==> src/rtl/spi_flag_irq.sv <==
module spi_flag_irq (
  input  logic clk,
  input  logic rst_n,
  input  logic set_txe,
  input  logic set_rxf,
  input  logic set_ovr,
  input  logic set_mdf,
  input  logic rd_status,
  input  logic rd_rxdata,
  input  logic wr_txdata,
  input  logic en_spi,
  input  logic ie_tx,
  input  logic ie_rx,
  input  logic ie_err,
  input  logic en_mdf,
  output logic flag_txe,
  output logic flag_rxf,
  output logic flag_ovr,
  output logic flag_mdf,
  output logic irq_tx,
  output logic irq_rxerr
);

  logic arm_rxf, arm_ovr;
  logic clr_rxf, clr_ovr;

  assign clr_rxf = rd_rxdata & arm_rxf & flag_rxf;
  assign clr_ovr = rd_rxdata & arm_ovr & flag_ovr;

  always_ff @(posedge clk or negedge rst_n) begin
    if (!rst_n) begin
      flag_txe <= 1'b1;
      flag_rxf <= 1'b0;
      flag_ovr <= 1'b0;
      flag_mdf <= 1'b0;
      arm_rxf  <= 1'b0;
      arm_ovr  <= 1'b0;
    end else begin
      flag_txe <= set_txe | (flag_txe & ~wr_txdata);
      flag_rxf <= set_rxf | (flag_rxf & ~clr_rxf);
      flag_ovr <= set_ovr | (flag_ovr & ~clr_ovr);
      flag_mdf <= en_mdf & (set_mdf | flag_mdf);

      if (set_rxf || clr_rxf)        arm_rxf <= 1'b0;
      else if (rd_status && flag_rxf) arm_rxf <= 1'b1;

      if (set_ovr || clr_ovr)        arm_ovr <= 1'b0;
      else if (rd_status && flag_ovr) arm_ovr <= 1'b1;
    end
  end

  assign irq_tx    = flag_txe & ie_tx & en_spi;
  assign irq_rxerr = (flag_rxf & ie_rx) | (ie_err & (flag_ovr | flag_mdf));

  assert_txe_clear_R2: assert property (@(posedge clk) disable iff (!rst_n)
    (wr_txdata && !set_txe) |=> !flag_txe);

  assert_rxf_needs_arm_R3: assert property (@(posedge clk) disable iff (!rst_n)
    (flag_rxf && !arm_rxf) |=> flag_rxf);

  assert_rxf_disarm_R4: assert property (@(posedge clk) disable iff (!rst_n)
    set_rxf |=> !arm_rxf);

  assert_ovr_needs_arm_R5: assert property (@(posedge clk) disable iff (!rst_n)
    (flag_ovr && !arm_ovr) |=> flag_ovr);

  assert_set_wins_R6: assert property (@(posedge clk) disable iff (!rst_n)
    (set_rxf || set_ovr) |=> (flag_rxf || !$past(set_rxf)) && (flag_ovr || !$past(set_ovr)));

  assert_mdf_held_R7: assert property (@(posedge clk) disable iff (!rst_n)
    !en_mdf |=> !flag_mdf);

  assert_tx_gated_R8: assert property (@(posedge clk) disable iff (!rst_n)
    irq_tx |-> en_spi);

  assert_rx_ungated_R9: assert property (@(posedge clk) disable iff (!rst_n)
    (flag_rxf && ie_rx) |-> irq_rxerr);

  assert_err_term_R10: assert property (@(posedge clk) disable iff (!rst_n)
    (irq_rxerr && !ie_rx) |-> (ie_err && (flag_ovr || flag_mdf)));

endmodule

==> config.mk <==
export PLATFORM = sky130hd
export DESIGN_NAME = spi_flag_irq
export DESIGN_NICKNAME = d
export VERILOG_FILES = /design/src/rtl/spi_flag_irq.sv
export SDC_FILE = /design/constraint.sdc
export NUM_CORES = 1
export LEC_CHECK = 0
export ABC_AREA = 1
export BUFFER_PORTS_ARGS = -buffer_cell sky130_fd_sc_hd__buf_2
export CAP_MARGIN = 20
export CELL_PAD_IN_SITES_DETAIL_PLACEMENT = 1
export CELL_PAD_IN_SITES_GLOBAL_PLACEMENT = 2
export CORE_UTILIZATION = 17
export CTS_CLUSTER_SIZE = 24
export DETAILED_ROUTE_END_ITERATION = 8
export PLACE_DENSITY_LB_ADDON = 0.1
export SYNTH_ARGS = -nofsm -noshare
export SYNTH_HDL_FRONTEND = slang
export SYNTH_SLANG_ARGS = --single-unit
==> constraint.sdc <==
create_clock -name clk -period 1.2 [get_ports clk]
set_clock_uncertainty 0.15 [all_clocks]
set_input_delay 0.3 -clock clk [delete_from_list [all_inputs] [get_ports clk]]
set_output_delay 0.3 -clock clk [all_outputs]
set_load 0.005 [all_outputs]
After elaboration in Yosys (flattened, before gate mapping)
Index checks and enable logic that the tools add are counted.

Memory bits (writable): 0. Memories kept: 0. Bits in latches: 0. Input port bits: 14. Bits in read-only memories: 0. Output and inout bits: 6. Bits in registers: 6.

Add/subtract/negate cells: 0. Reduce and logical (&&, ||, !) cells: 6. Multiplexer cells: 4. Bitwise logic cells: 21. Div/mod/pow operators: 0. Eq/ne operators: 0. Shift-type cells: 0. Multipliers: 0. Order comparisons: 0.

Operators by type and width (number): 1-bit AND (12); 1-bit OR (6); 1-bit two-way mux (4); 2-bit nonzero test (2); 1-bit inverter (3); 1-bit logical AND (2); 1-bit logical OR (2).

Longest topological paths before layout
Gate-level depths: netlist (run 1).

Word-level depth: 5. Gate-level depth with buffers: 3.

Worst setup path before layout (run 1)
Ideal clock, no wire load.

Path type: register to output. Start: register flag_txe. End: output port irq_tx. Arrival time: 672 ps. Path buffers: 0. Setup slack: 78 ps. Required time: 750 ps. Stages on the path, launching flop included: 3. Path through: dfstp_2 > inv_1 > nor2_1.

Cells in the longest elaborated chain, start to end: 2.

RTL lines: start: declaration (line 16) `output logic flag_txe,`; start signal: assignment (line 39) `flag_txe <= set_txe | (flag_txe & ~wr_txdata);`; 1-bit AND (2 in a row) (line 52) `assign irq_tx = flag_txe & ie_tx & en_spi;`; end: declaration (line 20) `output logic irq_tx,`.

No other way between the ends.

Worst setup path after layout (run 1)
Same ends and word-level chain as after synthesis.

==> summary.txt, run 1 <==
Run status
  • Status: finished, violations left
  • Violated checks: negative setup slack

Routing
  • Antenna viol nets, final: 0
  • Total Wirelength: 695 um
  • DRC violations left: 0
  • Initial DRC Count: 3
  • WL per Instance: 9.39 um
  • Vias: 313
  • Initial DRT Pass Iterations: 2
  • Via density: 4.23

Setup path
  • Worst r2r src: flag_ovr
  • Slowest CP cell: dfstp_2
  • Depth of the most critical reg-to-reg path: 4
  • Reg-to-Reg End: arm_ovr
  • CP Capture Type: primary output
  • WP data required: 0.75 ns
  • Critical path class: reg -> out
  • CP max FO: 2
  • CP max stage delay: about 0.52 ns
  • Startpoint Class: flip-flop
  • CP arrival: 0.98 ns
  • Worst path cell trace: inv_2, nor2_1, buf_2
  • R2R setup slack: 0.13 ns

Cells and area
  • Layout Nets: 74
  • Area growth from synthesis to layout: 81.4%
  • N_diodes: 0
  • Share of layout cells above drive strength 1: 0.492
  • Fillers: 170
  • Reg area: 151 sq um
  • Post-Layout Cell Count: 74
  • Multi-input gate area: between 90 and 100 sq um

Floorplanning
  • Core footprint: roughly 1400 sq um
  • Die height: 40.8 um
  • Die W: 40.8 um
  • Ports: 20
  • Initial core utilization: 0.189
  • Die area: approximately 1700 sq um
  • FP Rows: 13

Timing
  • Share of the clock period used by the worst path: 1.19
  • Period minus WS final: 1.43 ns
  • Setup-failing EPs final: 6
  • RSZ-0062 raised after global routing: true
  • Fmax: between 600 and 700 MHz
  • Setup TNS: -0.759 ns
  • Final hold vios: 0
  • Worst-Margin Slew: 0.144 ns
  • Setup ws final: -0.232 ns
  • Pins Over Slew Limit: 0
  • Relative slew slack: 0.904

Place
  • Placer Congestion: 0.679
  • Dpl cells: between 60 and 70
  • DP Wirelength: around 550 um
  • IO Port Bufs: 19

Global routing
  • Number of global-route vias before repair: 239
  • Total gr overflow: 0
  • Wire length of the first global-routing pass: 945 um
  • Largest net degree at the start of global routing: 7
  • GR Util All Layers: 0.102
  • Initial antenna violation count: 0

Power
  • Pwr Density: 1160 nW/um^2
  • P_leak: 0.256 nW
  • VDD IR max: around 0.59 mV

Synth
  • Post-synthesis mux area share: 0
  • Unique masters post-synth: 10
  • Syn Inst Count: 30
  • Register area share after synthesis: 0.593
  • Post-Synth Adder-Cell Area: 0
  • Synth Area in Simple Gates: 0.245
  • Synth Area per Inst: 8.51 sq um
  • Xor/xnor share of the synthesized area: 0
  • Synth Area in Compound Gates: 0.118
  • Syn Nets: 44
  • Largest family of logic cells by synthesized area: simple AND/OR/NAND/NOR gates
  • Yosys Warn Count: 0
  • Synth Register Bits: 6
  • Synthesized cell area: approximately 260 sq um

CTS
  • Worst-path clk slew: about 0.04 ns
  • H-tree depth: 1
  • CTS tree: built
  • Inserted Clock Buffers: 3
  • Clk sinks: 6
  • Worst-Skew Late Latency: 0.25 ns
  • CTS Buffer Depth: 2
  • Root buf cell: clkbuf_4

Run
  • Max-cap violations: 0

Worst hold path
  • Worst Hold Path EP: flag_txe
  • Hold crit path type: in -> reg
  • Hold Startpoint: wr_txdata
  • Hold depth: 2
[area by class of cell]
type / instances / share of cell area
Clock buffer: 4 / 0.0568
Inverter: 3 / 0.0243
Multi-Input combinational cell: 21 / 0.200
Sequential cell: 6 / 0.327
Tap cell: 15 / 0.0405
Timing Repair Buffer: 25 / 0.351
[logic make-up after synthesis]
logic type             after synthesis
AND/OR/NAND/NOR                     16
buffers and inverters                3
flip-flops                           6
AO/OA/AOI/OAI                        5
[power by group]
group	switching (mW)	internal (mW)
Combinational	0.0406	0.0614
Sequential	0.0111	0.220
Clock	0.0769	0.126
Total	0.129	0.408
[worst max-delay path: cells and delay by family (launching register included)]
family	cells	cell delay [ns]
DFF	1	0.52
buffers and inverters	2	0.15
and+or+nand+nor	1	0.07
[layout by cell type, fill, tap and decap left out, drive strengths merged]
cell type / count
inv: 3
dfrtp: 5
dlygate4sd3: 1
o21a: 1
buf: 24
o21ai: 1
clkbuf: 4
dfstp: 1
nand3: 2
nor2: 3
a21oi: 2
nand2: 11
o21bai: 1
[through the flow]
| stage | instance area [sq um] | util | power, mW | setup WS, ns | hold WS (ns) |
|---|---|---|---|---|---|
| final | 463 | 0.343 | 0.536 | -0.232 | 0.0543 |
| after floorplan | 255 | - | 0.262 | 0.0780 | -0.146 |
| after detailed placement | 377 | 0.279 | 0.312 | 0.00490 | -0.0179 |
| after global placement | 377 | 0.279 | 0.307 | 0.0203 | -0.0171 |
| after CTS | 463 | 0.343 | 0.549 | -0.244 | 0.0543 |
| after global routing | 463 | 0.343 | 0.573 | -0.300 | 0.0575 |
[what timing repair did]
| item | CTS | global route |
|---|---|---|
| buffers inserted | 4 | 0 |
| hold buffers | 1 | 0 |
| gates resized for setup | 6 | 0 |
| endpoints found under the setup margin | 6 | 6 |
| hold endpoints to repair | 6 | 0 |
| pin swaps | 2 | 0 |
[layer usage]
metal / wire [um] / track usage / up-vias
met4: 25 / 0.100 / 0
met1: 265 / 0.0833 / 138
met2: 316 / 0.151 / 18
met3: 88 / 0.0815 / 4
li1: - / - / 153
met5: 0 / 0 / -
[how the worst max path moves through the flow]
stage	endpoint	start	slack [ns]
floorplan	irq_tx	flag_txe	0.08
global placement	irq_tx	flag_txe	0.02
detailed placement	irq_tx	flag_txe	0.005
CTS	irq_tx	flag_txe	-0.24
global route	irq_tx	flag_txe	-0.30
finish	irq_tx	flag_txe	-0.23
[state kept, by name, indices dropped and copies added (netlist names)]
name      flops
arm_ovr       1
arm_rxf       1
flag_mdf      1
flag_ovr      1
flag_rxf      1
flag_txe      1
[synth_stat cells]
| cell | number | share of area |
|---|---|---|
| nand2_1 | 11 | 0.16 |
| o21ai_0 | 1 | 0.020 |
| inv_1 | 3 | 0.044 |
| nor2_1 | 3 | 0.044 |
| dfstp_2 | 1 | 0.10 |
| nand3_1 | 2 | 0.039 |
| a21oi_1 | 2 | 0.039 |
| o21bai_1 | 1 | 0.029 |
| o21a_1 | 1 | 0.029 |
| dfrtp_1 | 5 | 0.49 |
Power figures use the tool's default switching activity.
==> run 2: changes to the inputs <==
--- a/config.mk
+++ b/config.mk
@@ -14,6 +14,7 @@
 export CTS_CLUSTER_SIZE = 24
 export DETAILED_ROUTE_END_ITERATION = 8
 export PLACE_DENSITY_LB_ADDON = 0.1
+export SETUP_SLACK_MARGIN = 0.1
 export SYNTH_ARGS = -nofsm -noshare
 export SYNTH_HDL_FRONTEND = slang
 export SYNTH_SLANG_ARGS = --single-unit
==> run 2 against run 1 <==
  * The flow still finishes with violations (negative setup slack)
  * Worst setup slack better by 0.0023 ns
  * Sequential power about the same
  * Non-clock buffer count up 1
  * Register-to-register slack about the same
  * Clock-buffer cell count unchanged
  * Final cell count up 1.4%
  * Routed wire length up 16%
  * Flip-flop and latch count unchanged
  * Hold slack better by 0.020 ns
  * Clock power up 4%
  * Utilization up 1.4 points
  * Largest cell class unchanged
==> summary.txt, run 2 (same netlist as run 1, synthesis figures left out) <==
Power
  • VDD IR max: 0.397 mV (-33%)
  • P_leak: 0.264 nW (+2.9%)
  • Power, Total: 0.554 mW (+3.2%)
  • Pwr Density: 1150 nW/um^2 (-0.81%)

Timing
  • Final hold vios: 0 (unchanged)
  • Share of the clock period used by the worst path: 1.19 (-0.00191)
  • Setup ws final: -0.229 ns (+0.00229 ns)
  • Worst-Margin Slew: 0.148 ns (+0.00478 ns)
  • Setup-failing EPs final: 6 (unchanged)
  • Relative slew slack: 0.901 (-0.00319)
  • Pins Over Slew Limit: 0 (unchanged)
  • Period minus WS final: 1.43 ns (-0.00229 ns)
  • RSZ-0062 raised after global routing: true
  • Final hold slack: 0.0744 ns (+0.0200 ns)
  • Setup TNS: -0.799 ns (-0.0405 ns)
  • Fmax: 700 MHz (+0.16%)

CTS
  • Inserted Clock Buffers: 3 (unchanged)
  • Worst-Skew Late Latency: 0.25 ns (about the same)
  • Worst-path clk slew: 0.05 ns (about the same)
  • CTS tree: built
  • Root buf cell: clkbuf_4
  • Clk sinks: 6 (unchanged)
  • H-tree depth: 1 (unchanged)
  • CTS Buffer Depth: 2 (unchanged)

Cells and area
  • Commonest non-fill, non-tap cells in the layout: buf_2 (17), nand2_1 (11), dfrtp_1 (5), buf_6 (5)
  • Fillers: 179 (+5.3%)
  • N_diodes: 0 (unchanged)
  • Share of layout cells above drive strength 1: 0.533 (+0.0418)
  • Area growth from synthesis to layout: 88.7%
  • Layout Nets: 75 (+1.4%)
  • Most common cell after layout, fill and taps aside: buf_2

Routing
  • Initial DRC Count: 1 (-2)
  • DRC violations left: 0 (unchanged)
  • Initial DRT Pass Iterations: 2 (unchanged)
  • Total Wirelength: 806 um (+16%)
  • Vias: 309 (-1.3%)
  • Antenna viol nets, final: 0 (unchanged)
  • Via density: 4.12 (-2.6%)
  • WL per Instance: 10.7 um (+14%)

Floorplanning
  • Die W: 40.8 um (unchanged)
  • Core footprint: 1350 sq um (unchanged)
  • Initial core utilization: 0.189 (unchanged)
  • Ports: 20 (unchanged)
  • Die area: 1660 sq um (unchanged)
  • Die height: 40.8 um (unchanged)
  • FP Rows: 13 (unchanged)

Place
  • DP Wirelength: 593 um (+6.9%)
  • Placer Congestion: 0.675 (-0.56%)
  • IO Port Bufs: 19 (unchanged)

Global routing
  • Wire length of the first global-routing pass: 1080 um (+15%)
  • GR Util All Layers: 0.109 (+0.00645)
  • Total gr overflow: 0 (unchanged)
  • Initial antenna violation count: 0 (unchanged)
  • Number of global-route vias before repair: 283 (+18%)
  • Largest net degree at the start of global routing: 7 (unchanged)

Worst hold path
  • Hold crit path type: in -> reg
  • Worst Hold Path EP: flag_txe
  • Hold depth: 2 (unchanged)
  • Hold Startpoint: wr_txdata

Setup path
  • CP max FO: 2 (unchanged)
  • CP Capture Type: primary output
  • WP data required: 0.75 ns (about the same)
  • Critical path class: reg -> out
  • Worst r2r src: flag_mdf
  • Depth of the most critical reg-to-reg path: 3 (-1)
  • Reg-to-Reg End: flag_mdf
  • CP arrival: 0.98 ns (about the same)
  • R2R setup slack: 0.14 ns (about the same)
  • Startpoint Class: flip-flop

Run status
  • Violated checks: negative setup slack
  • Status: finished, violations left

Run
  • Max-cap violations: 0 (unchanged)
-- run 2: cell count changes in the layout (fill, tap and decap cells not counted) --
| cell | before | now |
|---|---|---|
| nor2_2 | 0 | 1 |
| nand3_2 | 0 | 1 |
| nand3_1 | 2 | 1 |
| nor2_1 | 3 | 2 |
| buf_6 | 4 | 5 |
-- run 2: timing repair --
action / 4_1_cts / 5_1_grt
hold buffers: 1 / 0
cloned: 0 / 0
pin swaps: 1 / 2
gates resized for setup: 5 / 2
buffers inserted: 5 / 1
endpoints found under the hold margin: 6 / 0
endpoints found under the setup margin: 6 / 8
-- run 2: worst max-delay path by stage --
stage	start	end	cells past startpoint
2_1_floorplan	flag_txe	irq_tx	2
3_3_place_gp	flag_txe	irq_tx	3
3_5_place_dp	flag_txe	irq_tx	3
4_1_cts	flag_txe	irq_tx	3
5_1_grt	flag_txe	irq_tx	3
6_report	flag_txe	irq_tx	3
-- run 2: routing by layer --
layer	track usage	vias up	share of wire
li1	-	154	-
met1	0.0924	141	0.40
met2	0.198	14	0.51
met3	0.0489	0	0.083
met4	0.0750	0	0
met5	0	-	0
-- run 2: power by group --
group          total [mW]  switching [mW]  internal (mW)
registers           0.232          0.0125          0.220
logic               0.111          0.0444         0.0663
clock network       0.211          0.0839          0.127
total               0.554           0.141          0.413
-- run 2: layout make-up --
type / instances / area, sq um / area share
clock buffer: 4 / 26.3 / 0.0545
inverter: 3 / 11.3 / 0.0234
multi-input combinational: 21 / 100 / 0.208
sequential: 6 / 151 / 0.314
tap: 15 / 18.8 / 0.0390
timing repair buffer: 26 / 174 / 0.361
-- run 2: worst max-delay path, cell delays in order (launching register included) --
cell,delay [ns]
dfstp_2,0.54
inv_2,0.04
nor2_2,0.06
buf_2,0.10
-- run 2: through the flow --
step | setup slack, ns | util | instances | instance area, sq um
2_1_floorplan | 0.114 | - | 30 | 258
3_3_place_gp | 0.0458 | 0.281 | 65 | 379
3_5_place_dp | 0.0309 | 0.281 | 65 | 379
4_1_cts | -0.251 | 0.350 | 75 | 473
5_1_grt | -0.294 | 0.357 | 75 | 482
6_report | -0.229 | 0.357 | 75 | 482
==> run 3: changes to the inputs <==
--- a/config.mk
+++ b/config.mk
@@ -6,13 +6,14 @@
 export NUM_CORES = 1
 export LEC_CHECK = 0
 export ABC_AREA = 1
-export BUFFER_PORTS_ARGS = -buffer_cell sky130_fd_sc_hd__buf_2
 export CAP_MARGIN = 20
 export CELL_PAD_IN_SITES_DETAIL_PLACEMENT = 1
 export CELL_PAD_IN_SITES_GLOBAL_PLACEMENT = 2
-export CORE_UTILIZATION = 17
+export CORE_AREA = 2 2 39 41
 export CTS_CLUSTER_SIZE = 24
 export DETAILED_ROUTE_END_ITERATION = 8
+export DIE_AREA = 0 0 41 43
+export DONT_BUFFER_PORTS = 1
 export PLACE_DENSITY_LB_ADDON = 0.1
 export SETUP_SLACK_MARGIN = 0.1
 export SYNTH_ARGS = -nofsm -noshare
==> constraint.sdc (replaced) <==
create_clock -name clk -period 1.2 [get_ports clk]
set_clock_uncertainty 0.15 [all_clocks]
set_input_delay 0.3 -clock clk [delete_from_list [all_inputs] [get_ports clk]]
set_output_delay 0.3 -clock clk [all_outputs]
set_load 0.1 [all_outputs]
==> run 3 against run 2 <==
  * The flow still finishes with violations (negative setup slack)
  * Routed wire length down 15%
  * Non-clock buffer count is 14 lower
  * Sequential share of layout area about the same
  * Fmax fell by 12%
  * Worst setup slack worse by 0.19 ns
  * First-iteration DRC count rose to 5.0 times the previous value
  * Register-to-register slack got worse by 0.18 ns
  * Flip-flop and latch count did not move
  * Critical path depth did not move
  * Final cell count decreased by 17%
  * Clock power down 7%
  * Largest cell class is now registers
  * Largest power group unchanged
==> summary.txt, run 3 (same netlist as run 1, synthesis figures left out) <==
Timing
  • Period minus WS final: 1.62 ns (+0.187 ns)
  • Setup ws final: -0.416 ns (-0.187 ns)
  • Setup TNS: -1.79 ns (-0.993 ns)
  • Fmax: 619 MHz (-12%)
  • Setup-failing EPs final: 7 (+1)
  • RSZ-0062 raised after global routing: true
  • Final hold vios: 0 (unchanged)
  • Worst-Margin Slew: 0.286 ns (+0.138 ns)
  • Relative slew slack: 0.809 (-0.0924)
  • Final hold slack: 0.0311 ns (-0.0432 ns)
  • Pins Over Slew Limit: 0 (unchanged)
  • Share of the clock period used by the worst path: 1.35 (+0.156)

Place
  • IO Port Bufs: 0 (-19)
  • Pre-CTS setup slack: -0.160 ns (-0.191 ns)
  • DP Wirelength: 563 um (-5.1%)
  • Placer Congestion: 0.689 (+2.0%)

Routing
  • WL per Instance: 11.0 um (+2.5%)
  • Total Wirelength: 683 um (-15%)
  • Vias: 255 (-17%)
  • Initial DRC Count: 5 (+4)
  • Antenna viol nets, final: 0 (unchanged)
  • Initial DRT Pass Iterations: 2 (unchanged)
  • Via density: 4.11 (-0.17%)
  • DRC violations left: 0 (unchanged)

Cells and area
  • Layout Nets: 61 (-19%)
  • Share of layout cells above drive strength 1: 0.565 (+0.0319)
  • Commonest non-fill, non-tap cells in the layout: nand2_1 (8), buf_12 (4)
  • Area growth from synthesis to layout: 107%
  • N_diodes: 0 (unchanged)
  • Reg area: 166 sq um (+9.9%)
  • Most common cell after layout, fill and taps aside: nand2_1
  • Fillers: 159 (-11%)
  • Multi-input gate area: 146 sq um (+46%)
  • Layout Utilization: 0.382 (+0.0256)

Floorplanning
  • FP Rows: 14 (+1)
  • Core footprint: 1380 sq um (+2.5%)
  • Die height: 43 um (+5.5%)
  • Initial core utilization: 0.184 (-0.00462)
  • Die W: 41 um (+0.61%)
  • Die area: 1760 sq um (+6.2%)
  • Ports: 20 (unchanged)

Global routing
  • Total gr overflow: 0 (unchanged)
  • GR Util All Layers: 0.0930 (-0.0157)
  • GR Util met3: 0.0785 (+0.0296)
  • Met2 Usage GRT: 0.147 (-0.0515)
  • Grt met1 use: 0.0987 (+0.00627)
  • Largest net degree at the start of global routing: 7 (unchanged)
  • Initial antenna violation count: 0 (unchanged)
  • GRT busiest layer: met2
  • Number of global-route vias before repair: 263 (-7.1%)
  • Wire length of the first global-routing pass: 1080 um (-0.65%)

Setup path
  • WP data required: 0.75 ns (about the same)
  • Critical path class: reg -> out
  • Slowest CP cell: dfstp_4
  • CP max stage delay: 0.62 ns (+0.08 ns)
  • CP Capture Type: primary output
  • Cell family with most CP delay: flip-flops
  • CP max FO: 2 (unchanged)
  • CP arrival: 1.17 ns (+0.19 ns)
  • Worst path cell trace: inv_4, nor2_4, buf_12
  • Startpoint Class: flip-flop
  • Bufs and invs on worst path: 2 (unchanged)

CTS
  • Worst-Skew Late Latency: 0.23 ns (-0.02 ns)
  • H-tree depth: 1 (unchanged)
  • CTS tree: built
  • CTS Buffer Depth: 2 (unchanged)
  • Inserted Clock Buffers: 3 (unchanged)
  • Worst-path clk slew: 0.05 ns (about the same)
  • Root buf cell: clkbuf_4
  • Clk sinks: 6 (unchanged)

Run
  • Max-cap violations: 0 (unchanged)

Run status
  • Violated checks: negative setup slack
  • Status: finished, violations left

Power
  • Pwr Density: 1270 nW/um^2 (+10%)
  • Sequential power share: 0.365 (-0.055)
  • Power, Total: 0.671 mW (+21%)
  • Combinational share of power: 0.344 (+0.144)
  • Clock share of power: 0.292 (-0.088)
  • P_leak: 0.234 nW (-11%)
  • Internal power: 0.435 mW (+5.3%)
  • Switch Pwr: 0.236 mW (+68%)
  • VDD IR max: 0.894 mV (+130%)
  • Net switching fraction of the power: 0.352 (+0.0981)

Worst hold path
  • Hold crit path type: in -> reg
run 3: worst reg2reg max path, delay by kind of cell (launching register included):
| kind | cells | cell delay, ns |
|---|---|---|
| DFF | 1 | 0.62 |
| buffers and inverters | 3 | 0.28 |
| AOI/OAI and AO/OA | 1 | 0.12 |
run 3: area by class of cell:
cell class / count / area share
well taps: 16 / 0.0378
multi-input cells: 21 / 0.277
inverters: 3 / 0.0260
flip-flops and latches: 6 / 0.314
repair buffers: 12 / 0.296
clock buffers: 4 / 0.0496
run 3: final timing paths:
check	start	endpoint	slack, ns	cells after the start
max reg2reg	flag_txe	flag_txe	-0.04	4
min reg2reg	arm_ovr	arm_ovr	0.41	2
max	flag_txe	irq_tx	-0.42	3
max in group asynchronous	rst_n	flag_txe	0.41	1
min	en_mdf	flag_mdf	0.03	1
min in group asynchronous	rst_n	flag_ovr	0.22	1
run 3: repair_timing:
| action | 4_1_cts | 5_1_grt |
|---|---|---|
| gates resized for setup | 11 | 4 |
| setup endpoints to repair | 9 | 11 |
| endpoints found under the hold margin | 7 | 0 |
| gates cloned | 0 | 0 |
| buffers inserted | 2 | 1 |
| pin swaps | 2 | 4 |
| hold buffers | 2 | 0 |
run 3: power by group through the flow:
stage | combinational, mW | sequential (mW) | clock [mW]
floorplan | 0.0771 | 0.312 | 0
global placement | 0.192 | 0.242 | 0
detailed placement | 0.195 | 0.244 | 0
CTS | 0.229 | 0.245 | 0.207
global route | 0.243 | 0.247 | 0.219
finish | 0.231 | 0.245 | 0.196
run 3: metal layers:
layer / share of wire / wire length, um
met2: 0.53 / 361
met1: 0.41 / 280
met4: 0 / 0
met5: 0 / 0
met3: 0.060 / 41
run 3: per-stage QoR:
step           instances  cell area (sq um)
2_1_floorplan         30                308
3_3_place_gp          54                413
3_5_place_dp          54                413
4_1_cts               62                518
5_1_grt               62                529
6_report              62                529
